--- src/rtl/bt_pkg.sv ---
// Package: shared helpers for the fractional baud tick generator.
// Assumes divider codes are small enough that 2**code fits in an int.
package bt_pkg;
    // Terminal value of the pre-divider count for a given code.
    function automatic int unsigned pre_limit(input int unsigned code);
        return (32'd1 << code) - 32'd1;
    endfunction
endpackage

--- src/rtl/bt_prescaler.sv ---
// Module: power-of-two pre-divider. Emits a one-cycle enable every
// 2**div_sel system cycles while en is high; cleared while en is low.
// Assumes div_sel only changes while the block is disabled or idle.
module bt_prescaler #(
    parameter int DIV_W = 2
) (
    input  logic             clk,
    input  logic             rst_n,
    input  logic             en,
    input  logic [DIV_W-1:0] div_sel,
    output logic             ce_o
);
    import bt_pkg::*;
    localparam int CNT_W = (1 << DIV_W) - 1;

    logic [CNT_W-1:0] pre_cnt;
    logic [CNT_W-1:0] lim;

    // Terminal count for the selected ratio.
    always_comb lim = CNT_W'(pre_limit(int'(div_sel)));

    // Divided enable fires at the terminal count.
    always_comb ce_o = en && (pre_cnt == lim);

    // Count system cycles, wrapping at the terminal count.
    always_ff @(posedge clk) begin
        if (!rst_n || !en)  pre_cnt <= '0;
        else if (ce_o)      pre_cnt <= '0;
        else                pre_cnt <= pre_cnt + 1'b1;
    end

    // with a non-unit ratio held steady, enables are never back to back.
    assert_no_adjacent_ce_R5: assert property (@(posedge clk) disable iff (!rst_n)
        (ce_o && div_sel != '0) |=> (!ce_o || div_sel != $past(div_sel)));
endmodule

--- src/rtl/bt_spreader.sv ---
// Module: slot index and phase accumulator. Flags the current slot for a
// one-cycle stretch when acc + fine carries; advances on each underflow.
// Assumes fine is held constant across a group for exact delay counts.
module bt_spreader #(
    parameter int FINE_W = 4
) (
    input  logic              clk,
    input  logic              rst_n,
    input  logic              en,
    input  logic [FINE_W-1:0] fine,
    input  logic              uf,
    output logic              dly_o,
    output logic              last_o
);
    logic [FINE_W-1:0] acc;
    logic [FINE_W-1:0] slot;
    logic [FINE_W:0]   sum;

    // Accumulator step and its carry decide the stretch.
    always_comb begin
        sum    = {1'b0, acc} + {1'b0, fine};
        dly_o  = sum[FINE_W];
        last_o = &slot;
    end

    // Advance accumulator and slot once per underflow.
    always_ff @(posedge clk) begin
        if (!rst_n || !en) begin
            acc  <= '0;
            slot <= '0;
        end else if (uf) begin
            acc  <= sum[FINE_W-1:0];
            slot <= slot + 1'b1;
        end
    end

    // the first slot of a group always starts from a zero phase.
    assert_slot0_phase_R7: assert property (@(posedge clk) disable iff (!rst_n)
        (slot == '0 && $stable(fine)) |-> (acc == '0 || !$stable(fine) || fine != $past(fine)) || 1'b1 == (acc == '0 || slot != '0));
    // slot 0 is never stretched.
    assert_slot0_unstretched_R7: assert property (@(posedge clk) disable iff (!rst_n)
        (en && slot == '0 && acc == '0) |-> !dly_o);
endmodule

--- src/rtl/bt_reload_counter.sv ---
// Module: reload down-counter with optional one-cycle stall at underflow.
// Steps on each divided enable; at zero either inserts the stall requested
// by the spreader or reloads and signals an underflow.
// Assumes ce is already gated by the block enable.
module bt_reload_counter #(
    parameter int RLD_W = 8
) (
    input  logic             clk,
    input  logic             rst_n,
    input  logic             en,
    input  logic             ce,
    input  logic [RLD_W-1:0] reload,
    input  logic             dly,
    output logic             uf_o
);
    logic [RLD_W-1:0] cnt;
    logic             stall;
    logic             at_zero;

    // Underflow unless a stall is still owed for this slot.
    always_comb begin
        at_zero = (cnt == '0);
        uf_o    = ce && at_zero && !(dly && !stall);
    end

    // Count down, stall once if asked, reload on underflow.
    always_ff @(posedge clk) begin
        if (!rst_n || !en) begin
            cnt   <= '0;
            stall <= 1'b0;
        end else if (ce) begin
            if (!at_zero)           cnt   <= cnt - 1'b1;
            else if (dly && !stall) stall <= 1'b1;
            else begin
                stall <= 1'b0;
                cnt   <= reload;
            end
        end
    end

    // the stall cycle is only ever spent with the counter at zero.
    assert_stall_at_zero_R7: assert property (@(posedge clk) disable iff (!rst_n)
        stall |-> cnt == '0);
    // after an underflow the counter holds the reload sampled at it.
    assert_reload_capture_R9: assert property (@(posedge clk) disable iff (!rst_n)
        $past(uf_o && en) |-> cnt == $past(reload));
endmodule

--- src/rtl/baud_tick_gen.sv ---
// Module: fractional baud tick generator top. Pre-divides the clock,
// runs the reload counter and spreads fine-adjust stalls over each
// 16-slot group; registers the tick and the group strobe.
// Assumes configuration inputs are quasi-static relative to a group.
module baud_tick_gen #(
    parameter int DIV_W  = 2,
    parameter int RLD_W  = 8,
    parameter int FINE_W = 4
) (
    input  logic              clk,
    input  logic              rst_n,
    input  logic              en_i,
    input  logic [DIV_W-1:0]  div_sel_i,
    input  logic [RLD_W-1:0]  reload_i,
    input  logic [FINE_W-1:0] fine_i,
    output logic              tick_o,
    output logic              bit_o
);
    logic ce;
    logic uf;
    logic dly;
    logic last;

    bt_prescaler #(.DIV_W(DIV_W)) u_pre (
        .clk(clk), .rst_n(rst_n), .en(en_i), .div_sel(div_sel_i), .ce_o(ce)
    );

    bt_spreader #(.FINE_W(FINE_W)) u_spr (
        .clk(clk), .rst_n(rst_n), .en(en_i), .fine(fine_i), .uf(uf),
        .dly_o(dly), .last_o(last)
    );

    bt_reload_counter #(.RLD_W(RLD_W)) u_cnt (
        .clk(clk), .rst_n(rst_n), .en(en_i), .ce(ce), .reload(reload_i),
        .dly(dly), .uf_o(uf)
    );

    // Register the tick and the end-of-group strobe.
    always_ff @(posedge clk) begin
        if (!rst_n || !en_i) begin
            tick_o <= 1'b0;
            bit_o  <= 1'b0;
        end else begin
            tick_o <= uf;
            bit_o  <= uf && last;
        end
    end

    // the group strobe never appears without a tick.
    assert_bit_with_tick_R8: assert property (@(posedge clk) disable iff (!rst_n)
        bit_o |-> tick_o);
    // a disabled block emits nothing on the next cycle.
    assert_quiet_when_off_R2: assert property (@(posedge clk) disable iff (!rst_n)
        !en_i |=> (!tick_o && !bit_o));
    // outputs are cleared by reset.
    assert_reset_clear_R1: assert property (@(posedge clk)
        !rst_n |=> (!tick_o && !bit_o));
endmodule

--- config.mk ---
export PLATFORM = sky130hd
export DESIGN_NAME = baud_tick_gen
export DESIGN_NICKNAME = d
export VERILOG_FILES = /design/src/rtl/bt_pkg.sv /design/src/rtl/bt_prescaler.sv /design/src/rtl/bt_spreader.sv /design/src/rtl/bt_reload_counter.sv /design/src/rtl/baud_tick_gen.sv
export SDC_FILE = /design/constraint.sdc
export NUM_CORES = 1
export LEC_CHECK = 0
export BUFFER_PORTS_ARGS = -buffer_cell sky130_fd_sc_hd__buf_2
export CAP_MARGIN = 20
export CORE_MARGIN = 3
export CORE_UTILIZATION = 35
export CTS_CLUSTER_DIAMETER = 60
export DETAILED_ROUTE_END_ITERATION = 8
export MAX_ROUTING_LAYER = met4
export PLACE_DENSITY = 0.6
export SLEW_MARGIN = 0
export SYNTH_ARGS = -nofsm -noshare
export SYNTH_HDL_FRONTEND = slang
export SYNTH_SLANG_ARGS = --single-unit
--- constraint.sdc ---
create_clock -name clk -period 2.6 [get_ports clk]
set_input_delay 0.26 -clock clk [delete_from_list [all_inputs] [get_ports clk]]
set_output_delay 0.26 -clock clk [all_outputs]
set_load 0.01 [all_outputs]
==> results of run 1 <==
==> logic make-up after synthesis <==
family / count (synthesis) / share of synthesized area (%)
xor+xnor: 3 / 2.04
compound gates: 47 / 26.0
simple gates: 55 / 24.5
flops: 22 / 34.1
fa+ha+maj: 9 / 9.30
buf+inv: 12 / 4.07
==> synth_stat cells (all sizes together), types with 4 or more instances <==
master and n:
o21ai 10, inv 6, a21oi 11, dfxtp 22
clkbuf 4, nor3b 4, ha 8, nor3 6
nor2 11, nand3 9, o41ai 4, nand2 9
==> state kept, by name, indices dropped and copies added (netlist names) <==
signal / flops
u_spr.acc: 4
u_cnt.cnt: 8
tick_o: 1
u_cnt.stall: 1
u_spr.slot: 4
u_pre.pre_cnt: 3
bit_o: 1
==> stage by stage <==
| step | area (µm²) | std cells |
|---|---|---|
| floorplan | 1290 | 148 |
| global placement | 1420 | 208 |
| detailed placement | 1420 | 208 |
| CTS | 1500 | 212 |
| global route | 1500 | 212 |
| finish | 1500 | 212 |
==> power breakdown <==
group          switching, mW  leakage, nW  total [mW]  internal [mW]
clock network          0.116       0.0357       0.322          0.206
registers            0.00613        0.178       0.349          0.343
logic                 0.0761        0.385       0.126         0.0503
total                  0.199        0.599       0.797          0.599
==> how the worst min path moves through the flow <==
stage	slack [ps]	cells after the start	to
after global placement	460	2	u_spr.slot[3]
after CTS	330	3	u_cnt.cnt[6]
final	330	3	u_cnt.cnt[6]
after detailed placement	470	2	u_cnt.stall
after global routing	330	3	u_cnt.cnt[6]
after floorplan	430	2	bit_o
==> metal layers <==
metal | share of wire, % | GRT usage [%] | wire length [µm]
met1 | 46 | 19.8 | 1400
met2 | 49 | 25.5 | 1480
met3 | 4.5 | 4.05 | 138
met4 | 0.56 | 3.05 | 17
met5 | 0 | - | 0
==> cell type report <==
type	count	area (µm²)	share of cell area [%]
inverter	6	22.5	1.50
timing repair buffer	20	105	7.01
sequential	22	440	29.4
clock buffer	3	41.3	2.75
multi-input combinational	114	803	53.5
clock inverter	1	30.0	2.00
tap	46	57.6	3.84
==> what timing repair did <==
| item | in CTS | in global routing |
|---|---|---|
| setup endpoints to repair | 0 | 4 |
| resized for setup | 0 | 1 |
| endpoints found under the hold margin | 0 | 0 |
==> worst max-delay path, stage by stage, from the launching register on <==
cell,delay (ps)
sky130_fd_sc_hd__dfxtp_1,350
sky130_fd_sc_hd__or2_1,250
sky130_fd_sc_hd__a2111oi_2,360
sky130_fd_sc_hd__o21ai_1,400
sky130_fd_sc_hd__buf_4,310
sky130_fd_sc_hd__o311ai_0,330
sky130_fd_sc_hd__o41ai_1,130
==> results.txt, run 1 <==
----------------------------------------------------
[GRT]
  Overflow after GRT ... 0
  Global-route wire length before repair ... roughly 5200 µm
  Maximum number of pins on one net before global-route repair ... 20
  Initial antenna violation count ... 0
  GR Util All Layers ... 15.7%
  Number of global-route vias before repair ... 1178

[STA]
  Worst hold-check slack ... 334 ps
  Crit path time final ... 2260 ps
  Hold Violations, Final ... 0
  Sum of negative setup slack ... 0 ps
  Worst path setup slack after routing ... 338 ps
  Slew margin rel. ... 37.7%
  Final count of negative-setup-slack endpoints ... 0
  Max Fclk ... around 440 MHz
  Number of max-slew violations in the final report ... 0
  Setup repair after global routing missed its margin ... false
  Layout Skew ... 6.66 ps
  Tightest Pin Transition ... 928 ps
  Share of the clock period used by the worst path ... 87.0%

[Cells and area]
  Share of cells above drive strength 1 ... between 10% and 20%
  Most common cell after layout, fill and taps aside ... sky130_fd_sc_hd__dfxtp_1
  # diodes ... 0
  Synth-to-Final Area Change ... 16.2%
  Count of nets after finishing ... 193
  Filler instances ... about 350
  Core utilization of the finished layout ... about 44%
  Leading cell types in the layout, fill and taps excluded ... 22 x sky130_fd_sc_hd__dfxtp_1, 18 x sky130_fd_sc_hd__buf_2, 11 x sky130_fd_sc_hd__a21oi_1, 10 x sky130_fd_sc_hd__nor2_1

[Routing]
  Initial detailed-routing violation count ... 69
  Routed via count divided by cell count ... 5.60
  Vias ... between 1000 and 1500
  Number of search-and-repair iterations in the first detailed-routing pass ... 4
  Antenna violation net count after detailed routing ... 0
  Total detailed-routing wirelength ... 3040 µm
  DRC ... 0
  Average wire per standard cell ... 14.3 µm

[Critical path]
  Minimum setup slack among reg-to-reg paths ... between 300 and 400 ps
  Worst Setup SP ... u_pre.pre_cnt[0]
  Maximum fanout count along the critical path ... 14
  Worst path arrival time ... 2380 ps
  R2R cell count ... 6
  CP Capture Point ... u_cnt.cnt[2]
  Endpoint of the worst register-to-register path ... u_cnt.cnt[2]
  Worst r2r src ... u_pre.pre_cnt[0]
  Capturing element type of the critical path ... register
  Critical path class ... reg -> reg
  Worst setup SP type ... register
  Required arrival time at the worst endpoint ... 2720 ps

[Synth]
  Asr flop ratio synth ... 0%
  Sequential fraction of the synthesis area ... 34.1%
  Gate count after technology mapping ... 148
  Post-synth top flop ... sky130_fd_sc_hd__dfxtp_1
  EDFF count, synth ... 0
  Number of unique standard cell types used by synthesis ... 43
  Area fraction of the dominant cell type after synthesis ... between 30% and 40%
  Average size of a mapped cell ... 8.72 µm²
  Combined area of all synthesized cells ... roughly 1300 µm²
  Flop and latch count out of synthesis ... 22
  Yosys warnings ... 0
  Largest area contributor in the synthesized netlist ... sky130_fd_sc_hd__dfxtp_1
  Synthesized netlist net count ... 174
  Synth area leaders ... sky130_fd_sc_hd__dfxtp_1 34%, sky130_fd_sc_hd__ha_1 7.8%, sky130_fd_sc_hd__a21oi_1 4.3%

[Clocking]
  H-tree levels ... 1
  Clock Latency Late Sink ... 260 ps
  TritonCTS Buffers ... 3
  Number of sinks on the clock net ... 22
  CTS tree ... built
  Root Buffer Master ... sky130_fd_sc_hd__clkbuf_8
  Clock Tree Buf Depth ... 2
  Post-CTS setup buffer count ... 0
  Clock slew at the register clock pins of the worst setup and hold paths ... ~80 ps
  Hold Buf Count CTS ... 0

[Placement]
  Worst-case setup slack after placement ... between 200 and 250 ps
  Gp weighted congestion ... 0.865
  DP Wirelength ... 2230 µm
  Count of buffers inserted at the top-level ports ... 18

[Power]
  Maximum ir drop on the vdd rail ... 0.379 mV
  Sum of internal, switching and leakage power ... 0.797 mW
  Power per cell area ... 532 nW/µm²
  Leakage dissipation ... 0.599 nW

[Die]
  Die extent in x ... 66.7 µm
  Die Area ... 4450 µm²
  Initial standard-cell utilization of the core ... 37.5%
  Core area ... 3440 µm²
  DIE HEIGHT ... roughly 67 µm
  Number of rows in the core area ... 21
  Number of I/O pins ... 19

[Run]
  Total of max-cap violations ... 0

[Min path]
  Worst Min Path Start ... reload_i[6]
  Worst min path class ... in -> reg

[Outcome]
  Result of the run ... completed

----------------------------------------------------
No activity file was read; power rests on OpenSTA's default activity.
==> run 2, diff against run 1 <==
Settings changed: CELL_PAD_IN_SITES_DETAIL_PLACEMENT set to 1, CELL_PAD_IN_SITES_GLOBAL_PLACEMENT set to 1, PLACE_DENSITY 0.6 to not set, PLACE_DENSITY_LB_ADDON set to 0.12.
==> results.txt, run 2 (synthesized netlist as in run 1, its figures left out) <==
----------------------------------------------------
[Outcome]
  Result of the run ... completed

[Routing]
  DRC ... 0 (unchanged)
  Average wire per standard cell ... 16.1 µm (+12%)
  Antenna violation net count after detailed routing ... 0 (unchanged)
  Routed via count divided by cell count ... 5.70 (+1.7%)
  Number of search-and-repair iterations in the first detailed-routing pass ... 4 (unchanged)
  Total detailed-routing wirelength ... 3400 µm (+12%)
  Initial detailed-routing violation count ... 84 (+22%)
  Vias ... 1203 (+1.3%)

[Cells and area]
  Share of cells above drive strength 1 ... 18.2% (-0.49 points)
  Most common cell after layout, fill and taps aside ... sky130_fd_sc_hd__dfxtp_1
  Largest registers in the final layout ... u_cnt.cnt: 8 flops, u_spr.acc: 4 flops, u_spr.slot: 4 flops
  Leading cell types in the layout, fill and taps excluded ... 22 x sky130_fd_sc_hd__dfxtp_1, 18 x sky130_fd_sc_hd__buf_2, 11 x sky130_fd_sc_hd__a21oi_1, 10 x sky130_fd_sc_hd__nor2_1
  Synth-to-Final Area Change ... 13.9%
  Flip-flop count of the largest register, all copies and words added ... 8 (unchanged)
  Cell area after layout ... 1470 µm² (-2.0%)
  Count of nets after finishing ... 193 (unchanged)
  Largest register by flop count ... u_cnt.cnt
  # diodes ... 0 (unchanged)

[GRT]
  Initial antenna violation count ... 0 (unchanged)
  GR Util All Layers ... 17.2% (+1.6 points)
  Maximum number of pins on one net before global-route repair ... 20 (unchanged)
  Global-route wire length before repair ... 5730 µm (+9.6%)
  Number of global-route vias before repair ... 1269 (+7.7%)
  Overflow after GRT ... 0 (unchanged)

[Die]
  Die extent in x ... 66.7 µm (unchanged)
  Number of I/O pins ... 19 (unchanged)
  Initial standard-cell utilization of the core ... 37.5% (unchanged)
  Die Area ... 4450 µm² (unchanged)
  Number of rows in the core area ... 21 (unchanged)
  DIE HEIGHT ... 66.7 µm (unchanged)
  Core area ... 3440 µm² (unchanged)

[Critical path]
  Slowest stage delay, CP ... 370 ps (-30 ps)
  Critical path class ... reg -> reg
  Worst path arrival time ... 2430 ps (+50 ps)
  Required arrival time at the worst endpoint ... 2710 ps (about the same)
  Critical path buffer and inverter count ... 1 (unchanged)
  Dominant delay contributor by cell family on the critical path ... compound AO/OA/AOI/OAI gates
  Maximum fanout count along the critical path ... 7 (-7)
  Worst setup SP type ... register
  Capturing element type of the critical path ... register
  Slowest stage cell on the critical path ... sky130_fd_sc_hd__fa_1
  Crit-path cells ... ha_1, inv_1, fa_1, nor2b_1, o31a_1, nor2_1, a221oi_1, a211oi_1

[Power]
  Maximum ir drop on the vdd rail ... 0.205 mV (-46%)
  Power per cell area ... 464 nW/µm² (-13%)
  Leakage dissipation ... 0.585 nW (-2.4%)
  Combinational Power Share ... 18.8% (+2.9 points)
  Sum of internal, switching and leakage power ... 0.682 mW (-14%)
  Switching power of the nets ... 0.186 mW (-6.3%)
  Internal power summed over all cells ... 0.496 mW (-17%)
  Sequential share of power ... 51.1% (+7.4 points)
  Switching portion of total power ... 27.3% (+2.4 points)
  Clock power share ... 30.0% (-10 points)

[STA]
  Hold Violations, Final ... 0 (unchanged)
  Number of max-slew violations in the final report ... 0 (unchanged)
  Crit path time final ... 2330 ps (+65.7 ps)
  Max Fclk ... 430 MHz (-2.8%)
  Layout Skew ... 2.38 ps (-4.28 ps)
  Final count of negative-setup-slack endpoints ... 0 (unchanged)
  Slew margin rel. ... 56.1% (+18 points)
  Share of the clock period used by the worst path ... 89.5% (+2.5 points)
  Tightest Pin Transition ... 657 ps (-271 ps)
  Worst path setup slack after routing ... 273 ps (-65.7 ps)

[Run]
  Total of max-cap violations ... 0 (unchanged)

[Clocking]
  Number of sinks on the clock net ... 22 (unchanged)
  Clock slew at the register clock pins of the worst setup and hold paths ... 80 ps (about the same)
  Clock Tree Buf Depth ... 2 (unchanged)
  Root Buffer Master ... sky130_fd_sc_hd__clkbuf_8
  Number of cells upsized or downsized after cts ... 0 (unchanged)
  CTS tree ... built
  Hold Buf Count CTS ... 0 (unchanged)
  Clock Latency Late Sink ... 250 ps (about the same)
  Post-CTS setup buffer count ... 0 (unchanged)
  TritonCTS Buffers ... 3 (unchanged)
  H-tree levels ... 1 (unchanged)

[Min path]
  Worst min path class ... in -> reg

[Placement]
  DP Area ... 1420 µm² (unchanged)
  Gp weighted congestion ... 0.846 (-2.2%)
  Worst-case setup slack after placement ... 175 ps (-68.0 ps)
  DP Wirelength ... 2610 µm (+17%)
  Count of buffers inserted at the top-level ports ... 18 (unchanged)

----------------------------------------------------
==> run 2: cell types whose count changed in the layout (fill, tap and decap cells not counted), sizes merged <==
cell    change
bufinv      -1
==> run 2: power by group through the flow <==
stage | clock network (mW) | logic [mW] | registers (mW)
floorplan | 0 | 0.0908 | 0.355
detailed placement | 0 | 0.129 | 0.357
CTS | 0.214 | 0.130 | 0.349
finish | 0.205 | 0.128 | 0.349
global route | 0.221 | 0.147 | 0.350
global placement | 0 | 0.126 | 0.356
==> run 2: cell type report <==
cell class                 count  area [µm²]
clock buffer                   3        41.3
fill                         417        1970
inverter                       6        22.5
multi-input combinational    114         803
sequential                    22         440
tap                           46        57.6
timing repair buffer          20         105
==> run 2: routing by layer <==
metal	wire length [µm]	track usage (%)	vias to the layer above	part of all wire (%)
li1	-	-	594	-
met1	1580	21.6	590	47
met2	1690	28.7	15	50
met3	85	2.19	4	2.5
met4	42	5.58	0	1.2
met5	0	-	-	0
==> run 2: per-stage QoR <==
stage	utilization (%)	TNS, ps	hold slack (ps)	cells
finish	42.7	0	338	211
global route	42.7	-23.3	353	211
CTS	42.6	0	340	211
detailed placement	41.4	0	477	208
global placement	41.4	0	463	208
floorplan	-	0	435	148
==> run 2: worst paths after layout <==
path | slack, ps | cells after the start | endpoint | from
worst max-delay path | 270 | 8 | u_cnt.cnt[3] | u_spr.acc[0]
worst min-delay path | 340 | 3 | u_cnt.cnt[2] | reload_i[2]
worst max register to register | 270 | 8 | u_cnt.cnt[3] | u_spr.acc[0]
worst min register to register | 480 | 2 | u_spr.acc[0] | u_spr.acc[0]
==> run 2: worst min-delay path, stage by stage <==
cell and delay [ps]:
sky130_fd_sc_hd__buf_2 100, sky130_fd_sc_hd__a21oi_1 120, sky130_fd_sc_hd__o41ai_1 70
==> run 3, diff against run 2 <==
Settings changed: ABC_AREA set to 1, CORE_ASPECT_RATIO set to 1.5, CTS_CLUSTER_SIZE set to 28.
==> results.txt, run 3 <==
----------------------------------------------------
[Outcome]
  Result of the run ... completed

[STA]
  Final count of negative-setup-slack endpoints ... 0 (unchanged)
  Share of the clock period used by the worst path ... 71.8% (-18 points)
  Number of max-slew violations in the final report ... 0 (unchanged)
  Setup repair after global routing missed its margin ... false
  Tightest Pin Transition ... 471 ps (-187 ps)
  Max Fclk ... 536 MHz (+25%)
  Slew margin rel. ... 68.6% (+13 points)
  Crit path time final ... 1870 ps (-461 ps)
  Worst hold-check slack ... 322 ps (-15.3 ps)
  Sum of negative setup slack ... 0 ps (unchanged)
  Hold Violations, Final ... 0 (unchanged)
  Worst path setup slack after routing ... 734 ps (+461 ps)
  Layout Skew ... 4.90 ps (+2.51 ps)

[Synth]
  Synth Area in Simple Gates ... 40.8% (+16 points)
  Largest area contributor in the synthesized netlist ... sky130_fd_sc_hd__dfxtp_1
  Average size of a mapped cell ... 7.11 µm² (-18%)
  Asr flop ratio synth ... 0% (unchanged)
  Synth area leaders ... sky130_fd_sc_hd__dfxtp_1 32%, sky130_fd_sc_hd__nand2_1 15%, sky130_fd_sc_hd__ha_1 7.2%
  Sequential fraction of the synthesis area ... 31.6% (-2.5 points)
  Combined area of all synthesized cells ... 1390 µm² (+7.9%)
  Flop and latch count out of synthesis ... 22 (unchanged)
  Area fraction of the dominant cell type after synthesis ... 31.6% (-2.5 points)
  Yosys warnings ... 0 (unchanged)
  Most common library cells after synthesis ... 56 x sky130_fd_sc_hd__nand2_1, 24 x sky130_fd_sc_hd__inv_1, 22 x sky130_fd_sc_hd__dfxtp_1
  Compound-Gate Fraction of Synth Area ... 6.64% (-19 points)
  Combinational family with the most area after synthesis ... simple AND/OR/NAND/NOR gates
  Multiplexer share of the synthesized area ... 0% (unchanged)
  Synthesized-area fraction occupied by adder cells ... 8.62% (-0.68 points)
  Synth Area in XOR/XNOR ... 4.40% (+2.4 points)
  Synthesized netlist net count ... 222 (+28%)
  EDFF count, synth ... 0 (unchanged)
  Cell with the most instances after synthesis ... sky130_fd_sc_hd__nand2_1
  Gate count after technology mapping ... 196 (+32%)
  Number of unique standard cell types used by synthesis ... 23 (-47%)
  Post-synth top flop ... sky130_fd_sc_hd__dfxtp_1

[Critical path]
  Crit-path cells ... ha_1, inv_1, fa_1, inv_1, nand3_1, nand2_1, nand2_4, nand4_4, nand2_1, a21oi_1
  R2R cell count ... 10 (+2)
  Slowest stage delay, CP ... 400 ps (+30 ps)
  Slowest stage cell on the critical path ... sky130_fd_sc_hd__fa_1
  Dominant delay contributor by cell family on the critical path ... simple AND/OR/NAND/NOR gates
  Critical path buffer and inverter count ... 2 (+1)
  Capturing element type of the critical path ... register
  Maximum fanout count along the critical path ... 10 (+3)
  Worst setup SP type ... register
  Minimum setup slack among reg-to-reg paths ... 730 ps (+460 ps)
  Required arrival time at the worst endpoint ... 2780 ps (+70 ps)
  Endpoint of the worst register-to-register path ... u_spr.slot[3]
  Critical path class ... reg -> reg
  Worst r2r src ... u_spr.acc[0]
  Worst path arrival time ... 2050 ps (-380 ps)

[Routing]
  Average wire per standard cell ... 12.9 µm (-20%)
  Number of search-and-repair iterations in the first detailed-routing pass ... 4 (unchanged)
  Vias ... 1273 (+5.8%)
  Routed via count divided by cell count ... 4.92 (-14%)
  Total detailed-routing wirelength ... 3340 µm (-1.9%)
  Antenna violation net count after detailed routing ... 0 (unchanged)
  DRC ... 0 (unchanged)
  Initial detailed-routing violation count ... 40 (-52%)

[Placement]
  DP Wirelength ... 2770 µm (+5.8%)
  Worst-case setup slack after placement ... 739 ps (+564 ps)
  Count of buffers inserted at the top-level ports ... 18 (unchanged)
  Gp weighted congestion ... 0.809 (-4.3%)
  DP Area ... 1520 µm² (+6.9%)
  Placed insts ... 255 (+23%)

[Cells and area]
  Synth-to-Final Area Change ... 14.3%
  Non-filler cells in the finished layout ... 259 (+23%)
  Core utilization of the finished layout ... 42.5% (-0.24 points)
  Share of cells above drive strength 1 ... 17.1% (-1.1 points)
  Count of nets after finishing ... 243 (+26%)
  Most common cell after layout, fill and taps aside ... sky130_fd_sc_hd__nand2_1
  Largest registers in the final layout ... u_cnt.cnt: 8 flops, u_spr.acc: 4 flops, u_spr.slot: 4 flops
  # diodes ... 0 (unchanged)
  Largest register by flop count ... u_cnt.cnt
  Leading cell types in the layout, fill and taps excluded ... 56 x sky130_fd_sc_hd__nand2_1, 24 x sky130_fd_sc_hd__inv_1, 22 x sky130_fd_sc_hd__dfxtp_1, 21 x sky130_fd_sc_hd__nor2_1
  Cell area after layout ... 1590 µm² (+8.3%)
  Flip-flop count of the largest register, all copies and words added ... 8 (unchanged)

[Die]
  Die extent in x ... 57.5 µm (-14%)
  DIE HEIGHT ... 83.3 µm (+25%)
  Die Area ... 4790 µm² (+7.6%)
  Core area ... 3750 µm² (+8.9%)
  Initial standard-cell utilization of the core ... 37.2% (-0.34 points)
  Number of I/O pins ... 19 (unchanged)
  Number of rows in the core area ... 27 (+29%)

[Min path]
  Capture endpoint of the worst hold path ... u_spr.acc[0]
  Worst Min Path Start ... fine_i[0]
  Cells on Worst Hold Path ... 4 (+1)
  Worst min path class ... in -> reg

[GRT]
  Met3 routing resource usage after global routing ... 0.933% (-1.3 points)
  Initial antenna violation count ... 0 (unchanged)
  GRT met2 Usage ... 30.1% (+1.4 points)
  Overflow after GRT ... 0 (unchanged)
  Routing layer with the top usage in global route ... met2
  Maximum number of pins on one net before global-route repair ... 17 (-15%)
  Number of global-route vias before repair ... 1337 (+5.4%)
  GR Util All Layers ... 15.5% (-1.8 points)
  Met1 track demand over resource in global routing ... 15.8% (-5.8 points)
  Global-route wire length before repair ... 5870 µm (+2.5%)

[Clocking]
  Number of cells upsized or downsized after cts ... 0 (unchanged)
  Root Buffer Master ... sky130_fd_sc_hd__clkbuf_8
  CTS tree ... built
  TritonCTS Buffers ... 3 (unchanged)
  Clock Latency Late Sink ... 260 ps (about the same)
  Number of sinks on the clock net ... 22 (unchanged)
  Clock Tree Buf Depth ... 2 (unchanged)
  Clock slew at the register clock pins of the worst setup and hold paths ... 80 ps (about the same)
  Post-CTS setup buffer count ... 0 (unchanged)
  Hold Buf Count CTS ... 0 (unchanged)
  H-tree levels ... 1 (unchanged)

[Run]
  Total of max-cap violations ... 0 (unchanged)

[Power]
  Power per cell area ... 499 nW/µm² (+7.5%)
  Sum of internal, switching and leakage power ... 0.795 mW (+16%)
  Maximum ir drop on the vdd rail ... 0.339 mV (+66%)
  Leakage dissipation ... 0.791 nW (+35%)

----------------------------------------------------
## run 3: cell count changes after synthesis, moves of 5 or more
cell / previous run / this run
sky130_fd_sc_hd__nor3_1: 6 / 0
sky130_fd_sc_hd__inv_1: 6 / 24
sky130_fd_sc_hd__nand2_1: 8 / 56
sky130_fd_sc_hd__nor2_1: 10 / 21
sky130_fd_sc_hd__nor2_4: 0 / 5
sky130_fd_sc_hd__nand3_1: 9 / 18
## run 3: metal layers
layer | share of wire [%] | vias up | wire (µm)
met5 | 0 | - | 0
met4 | 0.69 | 0 | 23
met3 | 1.8 | 2 | 60
met2 | 59 | 10 | 1960
met1 | 39 | 601 | 1290
li1 | - | 660 | -
## run 3: tightest hold or removal path, cell delays in order
cell and delay, ps:
sky130_fd_sc_hd__buf_2 80, sky130_fd_sc_hd__ha_1 120, sky130_fd_sc_hd__nand2_1 50, sky130_fd_sc_hd__nand2_1 40
## run 3: how the worst max path moves through the flow
stage / from / to / slack, ps / cells after the start
2_1_floorplan: u_spr.acc[0] / u_spr.acc[0] / 980 / 11
3_3_place_gp: fine_i[0] / u_spr.acc[2] / 800 / 12
3_5_place_dp: fine_i[0] / u_spr.slot[3] / 740 / 11
4_1_cts: u_spr.acc[0] / u_spr.slot[3] / 720 / 10
5_1_grt: u_spr.acc[0] / u_cnt.cnt[6] / 620 / 10
6_report: u_spr.acc[0] / u_spr.slot[3] / 730 / 10
## run 3: area by class of cell
class / instances / area, µm²
Inverter: 25 / 93.8
Clock inverter: 1 / 30.0
Timing Repair Buffer: 18 / 90.1
Tap cell: 43 / 53.8
Multi-Input combinational cell: 147 / 843
Sequential cell: 22 / 440
Fill cell: 488 / 2160
Clock buffer: 3 / 41.3
## run 3: kinds of logic after synthesis
| family | count (synthesis) |
|---|---|
| DFF | 22 |
| AOI/OAI and AO/OA | 18 |
| xor gates and xnor gates | 7 |
| buffers and inverters | 27 |
| and+or+nand+nor | 113 |
| adders and majority gates | 9 |
## run 3: report_power, final
| group | leakage (nW) | switching, mW | internal (mW) |
|---|---|---|---|
| clock | 0.0357 | 0.106 | 0.205 |
| sequential | 0.178 | 0.00571 | 0.343 |
| combinational | 0.577 | 0.0887 | 0.0464 |
| total | 0.791 | 0.200 | 0.595 |
